`config.mk`:
```
export PLATFORM = sky130hd
export DESIGN_NAME = status_flag_reg
export DESIGN_NICKNAME = d
export VERILOG_FILES = /design/src/rtl/status_flag_pkg.sv /design/src/rtl/flag_sw_decode.sv /design/src/rtl/flag_hw_update.sv /design/src/rtl/status_flag_reg.sv
export SDC_FILE = /design/constraint.sdc
export NUM_CORES = 1
export LEC_CHECK = 0
export BUFFER_PORTS_ARGS = -buffer_cell sky130_fd_sc_hd__buf_2
export CAP_MARGIN = 20
export CORE_MARGIN = 3
export CORE_UTILIZATION = 30
export CTS_BUF_LIST = sky130_fd_sc_hd__clkbuf_2 sky130_fd_sc_hd__clkbuf_4 sky130_fd_sc_hd__clkbuf_8
export DETAILED_ROUTE_END_ITERATION = 10
export SETUP_SLACK_MARGIN = 0.02
export SYNTH_ARGS = -nofsm -noshare
export SYNTH_HDL_FRONTEND = slang
export SYNTH_SLANG_ARGS = --single-unit
export TNS_END_PERCENT = 1
```
`constraint.sdc`:
```
create_clock -name clk -period 0.9 [get_ports clk]
set_input_delay 0.09 -clock clk [delete_from_list [all_inputs] [get_ports clk]]
set_output_delay 0.09 -clock clk [all_outputs]
set_load 0.005 [all_outputs]
```
`src/rtl/status_flag_pkg.sv`:
```
package status_flag_pkg;
    localparam int STAT_W = 16;
    localparam int LVL_W  = 4;
    localparam int SEL_W  = $clog2(STAT_W);

    localparam int POS_K    = 2;
    localparam int POS_Z    = 3;
    localparam int POS_Q    = 4;
    localparam int POS_O    = 5;
    localparam int POS_C    = 6;
    localparam int POS_M    = 7;
    localparam int POS_LVL  = 8;
    localparam int POS_PAGE = 13;
    localparam int POS_REJ  = 14;

    localparam logic [STAT_W-1:0] USED_MASK = 16'h6FFC;

    typedef enum logic [1:0] {
        BOP_CLR  = 2'd0,
        BOP_SET  = 2'd1,
        BOP_LOAD = 2'd2,
        BOP_NOP  = 2'd3
    } bop_e;

    typedef struct packed {
        logic             rsv15;
        logic             reject;
        logic             paging;
        logic             rsv12;
        logic [LVL_W-1:0] level;
        logic             m;
        logic             c;
        logic             o;
        logic             q;
        logic             z;
        logic             k;
        logic [1:0]       rsv_lo;
    } stat_word_t;
endpackage

```
`src/rtl/flag_sw_decode.sv`:
```
module flag_sw_decode
    import status_flag_pkg::*;
#(
    parameter int                W    = STAT_W,
    parameter int                SW   = SEL_W,
    parameter logic [W-1:0]      USED = USED_MASK
) (
    input  logic          word_we,
    input  logic [W-1:0]  word_in,
    input  logic          bop_en,
    input  logic [SW-1:0] bop_sel,
    input  logic [1:0]    bop_op,
    input  logic          bop_val,
    output logic [W-1:0]  sw_mask,
    output logic [W-1:0]  sw_val
);
    bop_e op;
    assign op = bop_e'(bop_op);

    for (genvar i = 0; i < W; i++) begin : g_bit
        logic hit;
        logic bop_bit;
        assign hit     = bop_en && (bop_sel == SW'(i)) && (op != BOP_NOP);
        assign bop_bit = (op == BOP_SET) || ((op == BOP_LOAD) && bop_val);
        assign sw_mask[i] = USED[i] && (word_we || hit);
        assign sw_val[i]  = USED[i] && (hit ? bop_bit : word_in[i]);
    end
endmodule

```
`src/rtl/flag_hw_update.sv`:
```
module flag_hw_update
    import status_flag_pkg::*;
(
    input  stat_word_t       cur,
    input  logic             alu_done,
    input  logic             alu_carry,
    input  logic             alu_ovf,
    input  logic             fp_done,
    input  logic             fp_ovf,
    input  logic             kbit_we,
    input  logic             kbit,
    input  logic             shift_done,
    input  logic             shift_link,
    input  logic             lvl_we,
    input  logic [LVL_W-1:0] lvl,
    output stat_word_t       hw_next
);
    always_comb begin
        hw_next = cur;
        if (alu_done) begin
            hw_next.c = alu_carry;
            hw_next.q = alu_ovf;
            hw_next.o = cur.o | alu_ovf;
        end
        if (fp_done && fp_ovf) begin
            hw_next.z = 1'b1;
        end
        if (kbit_we) begin
            hw_next.k = kbit;
        end
        if (shift_done) begin
            hw_next.m = shift_link;
        end
        if (lvl_we) begin
            hw_next.level = lvl;
        end
    end
endmodule

```
`src/rtl/status_flag_reg.sv`:
```
module status_flag_reg
    import status_flag_pkg::*;
(
    input  logic              clk,
    input  logic              rst_n,
    input  logic              mclr_i,
    input  logic              alu_done_i,
    input  logic              alu_carry_i,
    input  logic              alu_ovf_i,
    input  logic              fp_done_i,
    input  logic              fp_ovf_i,
    input  logic              kbit_we_i,
    input  logic              kbit_i,
    input  logic              shift_done_i,
    input  logic              shift_link_i,
    input  logic              lvl_we_i,
    input  logic [LVL_W-1:0]  lvl_i,
    input  logic              word_we_i,
    input  logic [STAT_W-1:0] word_i,
    input  logic              bop_en_i,
    input  logic [SEL_W-1:0]  bop_sel_i,
    input  logic [1:0]        bop_op_i,
    input  logic              bop_val_i,
    output logic [STAT_W-1:0] word_o
);
    stat_word_t        state_q;
    stat_word_t        state_d;
    stat_word_t        hw_next;
    logic [STAT_W-1:0] sw_mask;
    logic [STAT_W-1:0] sw_val;

    flag_hw_update u_hw (
        .cur        (state_q),
        .alu_done   (alu_done_i),
        .alu_carry  (alu_carry_i),
        .alu_ovf    (alu_ovf_i),
        .fp_done    (fp_done_i),
        .fp_ovf     (fp_ovf_i),
        .kbit_we    (kbit_we_i),
        .kbit       (kbit_i),
        .shift_done (shift_done_i),
        .shift_link (shift_link_i),
        .lvl_we     (lvl_we_i),
        .lvl        (lvl_i),
        .hw_next    (hw_next)
    );

    flag_sw_decode #(
        .W    (STAT_W),
        .SW   (SEL_W),
        .USED (USED_MASK)
    ) u_sw (
        .word_we (word_we_i),
        .word_in (word_i),
        .bop_en  (bop_en_i),
        .bop_sel (bop_sel_i),
        .bop_op  (bop_op_i),
        .bop_val (bop_val_i),
        .sw_mask (sw_mask),
        .sw_val  (sw_val)
    );

    // Software-written bits override hardware results; clear overrides all.
    always_comb begin
        logic [STAT_W-1:0] merged;
        merged  = (STAT_W'(hw_next) & ~sw_mask) | (sw_val & sw_mask);
        state_d = stat_word_t'(merged & USED_MASK);
        if (mclr_i) begin
            state_d = '0;
        end
    end

    always_ff @(posedge clk or negedge rst_n) begin
        if (!rst_n) begin
            state_q <= '0;
        end else begin
            state_q <= state_d;
        end
    end

    assign word_o = STAT_W'(state_q);
endmodule

```
After elaboration in Yosys (flattened, before gate mapping)
Cells that the tools add are included.
W data, S select, Z words.
{"block": "totals", "register_bits": 15, "latch_bits": 0, "ram_bits": 0, "rom_bits": 0, "input_bits": 42, "out_inout_bits": 16, "wordCells": 88, "n_memories": 0}
{"block": "classes", "add_sub_neg": 0, "n_mul": 0, "n_div": 0, "n_lt_le_gt_ge": 0, "eq_ne": 15, "shifts": 0, "n_mux": 18, "bitwise": 5, "reduce_logical": 39}
{"cell": "$and A15 B15 Y15", "n": 2}
{"cell": "$logic_and A1 B1 Y1", "n": 26}
{"cell": "$eq A4 B4 Y1 const B", "n": 6}
{"cell": "$eq A4 B3 Y1 const B", "n": 4}
{"cell": "$mux W1", "n": 15}
{"cell": "$mux W15", "n": 1}
{"cell": "$not A15 Y15", "n": 1}
{"cell": "$or A15 B15 Y15", "n": 1}
{"cell": "$logic_or A1 B1 Y1", "n": 13}
{"cell": "$eq A4 B2 Y1 const B", "n": 2}
{"cell": "$mux W4", "n": 1}
{"cell": "$mux W3", "n": 1}
{"cell": "$eq A2 B1 Y1 const B", "n": 1}
{"cell": "$eq A2 B2 Y1 const B", "n": 1}
{"cell": "$ne A2 B2 Y1 const B", "n": 1}
{"cell": "$or A1 B1 Y1", "n": 1}

Longest topological paths before layout
Gate-level depths: netlist of the first run.
{"block": "depth", "depth_word": 8, "ltp_mapped": 5, "depth_no_buf": 4}

By module
A second synthesis of the first run with hierarchy kept.
{"block": "hier_totals", "hier_cells": 120, "area_unflattened_um2": 1089.8}
{"mod": "status_flag_reg", "n_inst": 1, "cells_per_inst": 42, "area_each_um2": 510.5, "seq_area_each_um2": 300.3}
{"mod": "flag_sw_decode", "n_inst": 1, "cells_per_inst": 62, "area_each_um2": 429.2, "seq_area_each_um2": 0.0}
{"mod": "flag_hw_update", "n_inst": 1, "cells_per_inst": 16, "area_each_um2": 150.1, "seq_area_each_um2": 0.0}

Worst setup path after synthesis of the first run
OpenSTA, ideal clock, no wires.
{"block": "synth_path", "kind": "in2reg", "from": "input bop_sel_i[1]", "to": "register state_q, in the netlist word_o[13]", "t_arrival_ns": 0.888, "required_ns": 0.827, "slack_ns": -0.060, "cell_stages": 5, "n_path_buf": 1, "cell_sequence": "buf_6 > and2b_2 > nand4_1 > mux2_1 > nor2_1"}
{"item": "start, declared", "line_no": "status_flag_reg.sv:21", "source": "input logic [SEL_W-1:0] bop_sel_i,"}
{"item": "end signal, assigned", "line_no": "status_flag_reg.sv:77", "source": "state_q <= state_d;"}
{"item": "end, declared", "line_no": "status_flag_reg.sv:26", "source": "stat_word_t state_q;"}

==> reports/qor.yml, run 1 <==
htree_levels: 1
timing.final.max_slew_violations: 0
crit_required_ns: 1.07
area_delta_synth_final_pct: 41.1
overflow: 0
wirelength_mm: 2.38
cp-end-kind: "flip-flop"
outcome: "finished with violations"
cts_tree: "built"
ys_top_cells_by_count: "mux2i_1 (21), nor2_1 (14), dfrtp_1 (12)"
post-route-drc-count: 0
sw_frac_of_total_pct: 28.9
fillers: 272
drtIter0Drc: 24
syn-cell-area_um2: 876
rows: 18
maxCapViolCount: 0
yosys_warnings: 0
hold_class: "in2reg"
ir_drop_mv: 0.731
clock_sinks: 12
grt_pass1_wl_mm: 4.02
syn_area_per_cell_um2: 8.59
antenna_cells: 0
synth_top_area_share_pct: 34.3
r2r_cells: 4
dr.pass1.iters: 4
start_util_pct: 33.5
dieArea_mm2: 0.00360
die_x_um: 60.0
critical_path_class: "reg2reg"
fp.dieH_um: 60.0
vias: 898
antenna_left: 0
hold_path_end: "word_o[13]$_DFF_PN0_"
vias_per_cell: 4.78
grt_pass1_vias: 897
clkTransAtPathRegs_ns: 0.08
regToRegSetupSlack_ns: -0.03
cts_setup_buffers: 0
max_freq_ghz: 1.08
largest_reg_flops: 12
cp.arrival_ns: 1.10
ys_seq_elements: 12
fin_crit_ns: 0.930
power_leakage_uw: 0.000719
nets: 201
synthArstFlopShare_pct: 100
critPathLaunchType: "flip-flop"
holdPathStages: 2
grt_max_degree: 13
drive_above_1_share_pct: 43.0
clock-root-buffer: "clkbuf_4"
yosys.cell_types.count: 20
seqCellArea_um2: 300
clock_skew_ns: 0
worstHoldStart: "mclr_i"
placed_cell_area_mm2: 0.00118
multi_input_area_um2: 532
rsz0062_at_grt: "true"
cts_buffer_depth: 2
synth_most_common_cell: "mux2i_1"
track_usage_pct: 14.7
timing.rr.end: "word_o[11]$_DFF_PN0_"
ys.flop_type: "dfrtp_1"
synthTopCellsByArea: "dfrtp_1 (34%), mux2i_1 (24%), nor2_1 (6.0%), o21ai_0 (5.7%), nand2_1 (4.7%)"
numPortBuffers: 49
power_density_mw_per_mm2: 1170
p_int_uw: 1020
final_core_util_pct: 47.3
setup-violations-final: 7
ys_seq_area_share_pct: 34.3
cts_made_buffers: 3
pwr-share-clk_pct: 31.2
design_area_mm2: 0.00124
io_pins: 58
finalCritPeriodShare_pct: 103
violations: "setup timing"
clock_latency_ns: 0.28
power_switching_uw: 417
gp_congestion: 0.849
comb_power_share_pct: 27.4
synth_edf_count: 0
antenna_found_initial: 0
p_seq_share_pct: 41.3
hold_viol: 0
dp_hpwl_mm: 1.93
cp_max_fo: 2
routedWlPerCell_um: 12.7
reg2reg_from: "word_o[11]$_DFF_PN0_"
core-area_mm2: 0.00261
syn_inst: 102
yosys.area.top_type: "dfrtp_1"
fin_ws_ns: -0.0302
critical path, cell delays in order (launching register included):
cell and delay (ns):
dfrtp_1 0.39, mux2i_1 0.15, o21ai_1 0.08, mux2i_1 0.14, nor2_1 0.05
power by group through the flow:
stage / logic, uW / registers, uW / clock network, uW
2_1_floorplan: 195 / 605 / 0
3_3_place_gp: 376 / 602 / 0
3_5_place_dp: 387 / 603 / 0
4_1_cts: 398 / 595 / 463
5_1_grt: 447 / 600 / 493
6_report: 395 / 595 / 450
area by class of cell:
| cell class | count | area share, % |
|---|---|---|
| multi-input cells | 82 | 43.0 |
| flip-flops and latches | 12 | 24.3 |
| clock buffers | 4 | 2.94 |
| well taps | 30 | 3.04 |
| repair buffers | 60 | 26.7 |
kinds of logic after synthesis:
group / count (synthesis) / synth area share [%]
AOI/OAI and AO/OA: 16 / 10.0
buffers and inverters: 11 / 7.57
DFF: 12 / 34.3
muxes: 22 / 25.3
other: 1 / 0.428
and+or+nand+nor: 40 / 22.4
through the flow:
stage / std cells / hold WS (ns) / power [uW] / worst slack [ns] / TNS (ns)
after floorplan: 105 / -0.206 / 800 / -0.0431 / -0.0540
after global placement: 183 / -0.0138 / 979 / -0.0995 / -0.917
after detailed placement: 183 / 0.00413 / 990 / -0.127 / -1.12
after CTS: 188 / 0.137 / 1460 / -0.0467 / -0.152
after global routing: 188 / 0.150 / 1540 / -0.120 / -1.06
final: 188 / 0.139 / 1440 / -0.0302 / -0.0771
metal layers:
layer / track usage (%) / wire length [um]
met1: 18.6 / 1040
met2: 25.5 / 1160
met3: 3.24 / 166
met4: 2.85 / 8
met5: 0 / 0
worst max path at each step:
stage | startpoint | endpoint | slack [ns]
global placement | bop_op_i[1] | word_o[11]$_DFF_PN0_ | -0.1
detailed placement | bop_op_i[1] | word_o[6]$_DFF_PN0_ | -0.13
CTS | word_o[11]$_DFF_PN0_ | word_o[11]$_DFF_PN0_ | -0.05
finish | word_o[11]$_DFF_PN0_ | word_o[11]$_DFF_PN0_ | -0.03
floorplan | bop_sel_i[1] | word_o[13]$_DFF_PN0_ | -0.04
global route | word_o[9]$_DFF_PN0_ | word_o[9]$_DFF_PN0_ | -0.12
cells in the final DEF (no fill, tap or decap), drive strengths merged:
cell | Yosys | routed
nand2 | 11 | 11
conb | 1 | 4
buf | 7 | 59
o21ai | 10 | 10
nand4 | 4 | 4
nand4b | 3 | 3
nor2b | 2 | 2
clkbuf | 4 | 4
a21boi | 1 | 1
and2b | 1 | 1
mux2 | 1 | 1
dfrtp | 12 | 12
a21oi | 4 | 4
dlygate4sd3 | 0 | 1
nand3 | 4 | 4
nor2 | 14 | 14
a31oi | 1 | 1
and4b | 1 | 1
mux2i | 21 | 21
repair_timing:
| action | 4_1_cts | 5_1_grt |
|---|---|---|
| endpoints found under the setup margin | 22 | 23 |
| hold endpoints to repair | 12 | 0 |
| gates resized for setup | 7 | 3 |
| pin swaps | 1 | 1 |
| hold buffers | 1 | 0 |
(Power assumes the default switching activity.)
==> run 2: changes to the inputs <==
Clock period 0.9 ns to 0.8 ns, I/O delays scaled along.
==> reports/qor.yml, run 2 (synthesis results as in run 1) <==
outcome: "finished with violations"  # unchanged
violations: "setup timing"  # unchanged
grt_pass1_vias: 866  # was 897
core-area_mm2: 0.00261  # unchanged
ir_drop_mv: 0.794  # was 0.731 mV
setup-violations-final: 24  # was 7
vias_per_cell: 4.76  # was 4.78
fin_ws_ns: -0.176  # was -0.0302 ns
area_delta_synth_final_pct: 43.4  # was 41.1%
clock_skew_ns: 0  # unchanged
power_leakage_uw: 0.000726  # was 0.000719 uW
timing.final.max_slew_violations: 0  # unchanged
antenna_left: 0  # unchanged
final_core_util_pct: 48.1  # was 47.3%
cp_max_fo: 2  # unchanged
grt_max_degree: 13  # unchanged
clkTransAtPathRegs_ns: 0.08  # about the same
finalCritPeriodShare_pct: 122
critPathLaunchType: "flip-flop"  # unchanged
multi_input_area_um2: 534  # was 532 um2
worstHoldStart: "mclr_i"  # unchanged
drive_above_1_share_pct: 44.0  # was 43.0%
cts_made_buffers: 3  # unchanged
htree_levels: 1  # unchanged
clock_sinks: 12  # unchanged
r2r_cells: 4  # unchanged
layout_commonest_cell: "buf_2"  # unchanged
cts_buffer_depth: 2  # unchanged
hold_viol: 0  # unchanged
antenna_cells: 0  # unchanged
track_usage_pct: 13.5  # was 14.7%
post-route-drc-count: 0  # unchanged
cp.arrival_ns: 0.90  # was 1.10 ns
startpoint: "word_o[8]$_DFF_PN0_"  # was word_o[11]$_DFF_PN0_
numPortBuffers: 49  # unchanged
overflow: 0  # unchanged
max_freq_ghz: 1.02
cts_setup_buffers: 0  # unchanged
design_area_mm2: 0.00126  # was 0.00124 mm2
rsz0062_at_grt: "true"  # unchanged
dr.pass1.iters: 4  # unchanged
wirelength_mm: 2.30  # was 2.38 mm
clock-root-buffer: "clkbuf_4"  # unchanged
start_util_pct: 33.5  # unchanged
antenna_found_initial: 0  # unchanged
fin_crit_ns: 0.976
clock_latency_ns: 0.27  # was 0.28 ns
drtIter0Drc: 18  # was 24
nets: 202  # was 201
vias: 899  # was 898
largest_reg_flops: 12  # unchanged
routedWlPerCell_um: 12.2  # was 12.7 um
io_pins: 58  # unchanged
crit_required_ns: 0.72  # was 1.07 ns
cp-end-kind: "output pin"  # was flip-flop
placed_cell_area_mm2: 0.00119  # was 0.00118 mm2
cts_tree: "built"  # unchanged
reg2reg_from: "word_o[9]$_DFF_PN0_"  # was word_o[11]$_DFF_PN0_
fillers: 278  # was 272
dieArea_mm2: 0.00360  # unchanged
power_density_mw_per_mm2: 1300  # was 1170 mW/mm2
hold_class: "in2reg"  # unchanged
gp_congestion: 0.851  # was 0.849
rows: 18  # unchanged
holdPathStages: 2  # unchanged
seqCellArea_um2: 300  # unchanged
final_cell_mix: "buf_2 (48), mux2i_1 (21), nor2_1 (13)"  # was buf_2 (49), mux2i_1 (21), nor2_1 (14)
fp.dieH_um: 60.0  # unchanged
grt_pass1_wl_mm: 3.69  # was 4.02 mm
maxCapViolCount: 0  # unchanged
dp_hpwl_mm: 1.88  # was 1.93 mm
critical_path_class: "reg2out"  # was reg2reg
die_x_um: 60.0  # unchanged
-- run 2: layout make-up --
| cell class | count | area share [%] |
|---|---|---|
| clock buffer | 4 | 2.89 |
| timing repair buffer | 61 | 27.7 |
| sequential | 12 | 23.9 |
| tap | 30 | 2.99 |
| multi-input combinational | 82 | 42.5 |
-- run 2: where the power goes --
group          leakage [uW]  switching (uW)  internal (uW)
clock             0.0000210             228            277
sequential         0.000158            23.0            646
combinational      0.000547             217            239
total              0.000726             467           1160
-- run 2: per-layer routing --
metal | global-route usage, % | wire, um | vias up
met1 | 16.7 | 995 | 404
li1 | - | - | 464
met2 | 23.0 | 1140 | 31
met5 | 0 | 0 | -
met3 | 3.24 | 166 | 0
met4 | 3.80 | 0 | 0
-- run 2: what timing repair did --
item | CTS | global route
setup endpoints to repair | 24 | 24
hold buffers | 1 | 0
hold endpoints to repair | 12 | 0
resized for setup | 14 | 1
-- run 2: path summary, 6_finish.rpt --
check                                       end  slack, ns
setup / recovery                      word_o[8]      -0.18
hold / removal             word_o[13]$_DFF_PN0_       0.12
setup reg to reg            word_o[9]$_DFF_PN0_      -0.14
hold reg to reg            word_o[14]$_DFF_PN0_       0.69
max in group asynchronous  word_o[11]$_DFF_PN0_       0.37
min in group asynchronous   word_o[2]$_DFF_PN0_       0.21
-- run 2: metrics by stage --
step	setup slack [ns]	std cells	power, uW	TNS [ns]	hold WS [ns]
global route	-0.213	189	1740	-3.31	0.135
detailed placement	-0.227	184	1120	-2.30	-0.0150
CTS	-0.188	189	1650	-2.23	0.128
global placement	-0.201	184	1100	-2.11	-0.0217
floorplan	-0.133	105	900	-0.867	-0.216
finish	-0.176	189	1630	-1.96	0.123
-- run 2: worst max-delay path, cell delays in order, from the launching register on --
cell	delay (ns)
dfrtp_1	0.40
buf_6	0.12
buf_6	0.10
==> run 3: changes to the inputs <==
Settings changed: BUFFER_PORTS_ARGS -buffer_cell sky130_fd_sc_hd__buf_2 to unset, DONT_BUFFER_PORTS set to 1.
==> reports/qor.yml, run 3 (synthesis results as in run 1) <==
start_util_pct: 33.5  # unchanged
layout_commonest_cell: "mux2i_1"  # was buf_2
vias_per_cell: 5.19  # was 4.76
grt_pass1_wl_mm: 3.33  # was 3.69 mm
io_pins: 58  # unchanged
slew_headroom_pct: 64.2
r2r_cells: 4  # unchanged
wirelength_mm: 2.07  # was 2.30 mm
overflow: 0  # unchanged
tightest_slew_ns: 0.535
hold_viol: 0  # unchanged
cts_setup_buffers: 0  # unchanged
clock_latency_ns: 0.26  # was 0.27 ns
critical_path_class: "reg2out"  # unchanged
drtIter0Drc: 6  # was 18
holdPathStages: 3  # was 2
dieArea_mm2: 0.00360  # unchanged
setup-violations-final: 24  # unchanged
fin_ws_ns: -0.150  # was -0.176 ns
htree_levels: 1  # unchanged
cts_buffer_depth: 2  # unchanged
rows: 18  # unchanged
dr.pass1.iters: 3  # was 4
rsz0062_at_grt: "true"  # unchanged
finalCritPeriodShare_pct: 119  # was 122%
post-route-drc-count: 0  # unchanged
cts_tree: "built"  # unchanged
cp_max_fo: 2  # unchanged
track_usage_pct: 12.4  # was 13.5%
nets: 159  # was 202
max_freq_ghz: 1.05  # was 1.02 GHz
drive_above_1_share_pct: 20.9  # was 44.0%
dpl.cell_count: 140  # was 184
clock-root-buffer: "clkbuf_4"  # unchanged
maxCapViolCount: 0  # unchanged
largest_reg_flops: 12  # unchanged
routedWlPerCell_um: 14.3  # was 12.2 um
timing.final.max_slew_violations: 0  # unchanged
antenna_cells: 0  # unchanged
final_cell_mix: "mux2i_1 (21), nor2_1 (14), buf_4 (12), dfrtp_1 (12), nand2_1 (11)"  # was buf_2 (48), mux2i_1 (21), nor2_1 (13)
violations: "setup timing"  # unchanged
design_area_mm2: 0.00105  # was 0.00126 mm2
power_density_mw_per_mm2: 1300  # about the same
clkTransAtPathRegs_ns: 0.07  # was 0.08 ns
regToRegSetupSlack_ns: -0.13  # was -0.14 ns
hold_ws_ns: 0.0624  # was 0.123 ns
fin_cells: 145  # was 189
clock_skew_ns: 0  # unchanged
area_delta_synth_final_pct: 19.6  # was 43.4%
fp.dieH_um: 60.0  # unchanged
vias: 753  # was 899
dp_hpwl_mm: 1.59  # was 1.88 mm
clock_sinks: 12  # unchanged
fin_crit_ns: 0.950  # was 0.976 ns
cts_made_buffers: 3  # unchanged
numPortBuffers: 0  # was 49
core-area_mm2: 0.00261  # unchanged
power_leakage_uw: 0.000548  # was 0.000726 uW
antenna_found_initial: 0  # unchanged
placed_cell_area_um2: 982  # was 0.00119 mm2
grt_pass1_vias: 722  # was 866
critPathLaunchType: "flip-flop"  # unchanged
antenna_left: 0  # unchanged
final_core_util_pct: 40.1  # was 48.1%
ir_drop_mv: 0.864  # was 0.794 mV
outcome: "finished with violations"  # unchanged
crit_required_ns: 0.72  # about the same
cp.arrival_ns: 0.87  # was 0.90 ns
cp-end-kind: "output pin"  # unchanged
grt_max_degree: 23  # was 13
die_x_um: 60.0  # unchanged
gp_congestion: 0.763  # was 0.851
place_ws_ns: -0.101  # was -0.227 ns
hold_class: "in2reg"  # unchanged
## run 3: power by group
group	leakage (uW)	total [uW]	internal [uW]	switching (uW)
registers	0.000158	672	646	25.6
clock network	0.0000138	362	174	188
logic	0.000377	325	182	143
## run 3: worst paths after layout
kind                                           from              endpoint
max in group asynchronous                     rst_n  word_o[13]$_DFF_PN0_
worst max register to register  word_o[4]$_DFF_PN0_   word_o[4]$_DFF_PN0_
worst max-delay path            word_o[8]$_DFF_PN0_             word_o[8]
worst min register to register  word_o[3]$_DFF_PN0_   word_o[3]$_DFF_PN0_
min in group asynchronous                     rst_n   word_o[5]$_DFF_PN0_
worst min-delay path                   bop_sel_i[1]  word_o[11]$_DFF_PN0_
## run 3: worst max-delay path, cell delays in order, from the launching register on
cell and delay (ns):
dfrtp_1 0.39, buf_6 0.12, buf_6 0.10
## run 3: final cells by class
type	count	area (um2)
Multi-Input combinational cell	82	532
Tap cell	30	37.5
Timing Repair Buffer	18	155
Sequential cell	12	300
Clock buffer	3	22.5
Fill cell	271	1570
## run 3: routing by layer
metal | vias to the layer above | GRT usage (%) | wire length, um
met3 | 3 | 2.81 | 166
li1 | 378 | - | -
met4 | 0 | 3.80 | 21
met2 | 35 | 20.2 | 974
met1 | 337 | 16.1 | 907
met5 | - | 0 | 0
## run 3: repair_timing
item                                    in CTS  in global routing
hold buffers                                 2                  0
endpoints found under the setup margin      24                 24
hold endpoints to repair                    24                  0
gates resized for setup                     12                  4
## run 3: through the flow
stage / TNS [ns] / power, uW
3_5_place_dp: -0.944 / 962
2_1_floorplan: -0.867 / 900
5_1_grt: -3.42 / 1460
6_report: -2.05 / 1360
4_1_cts: -2.26 / 1380
3_3_place_gp: -0.783 / 956
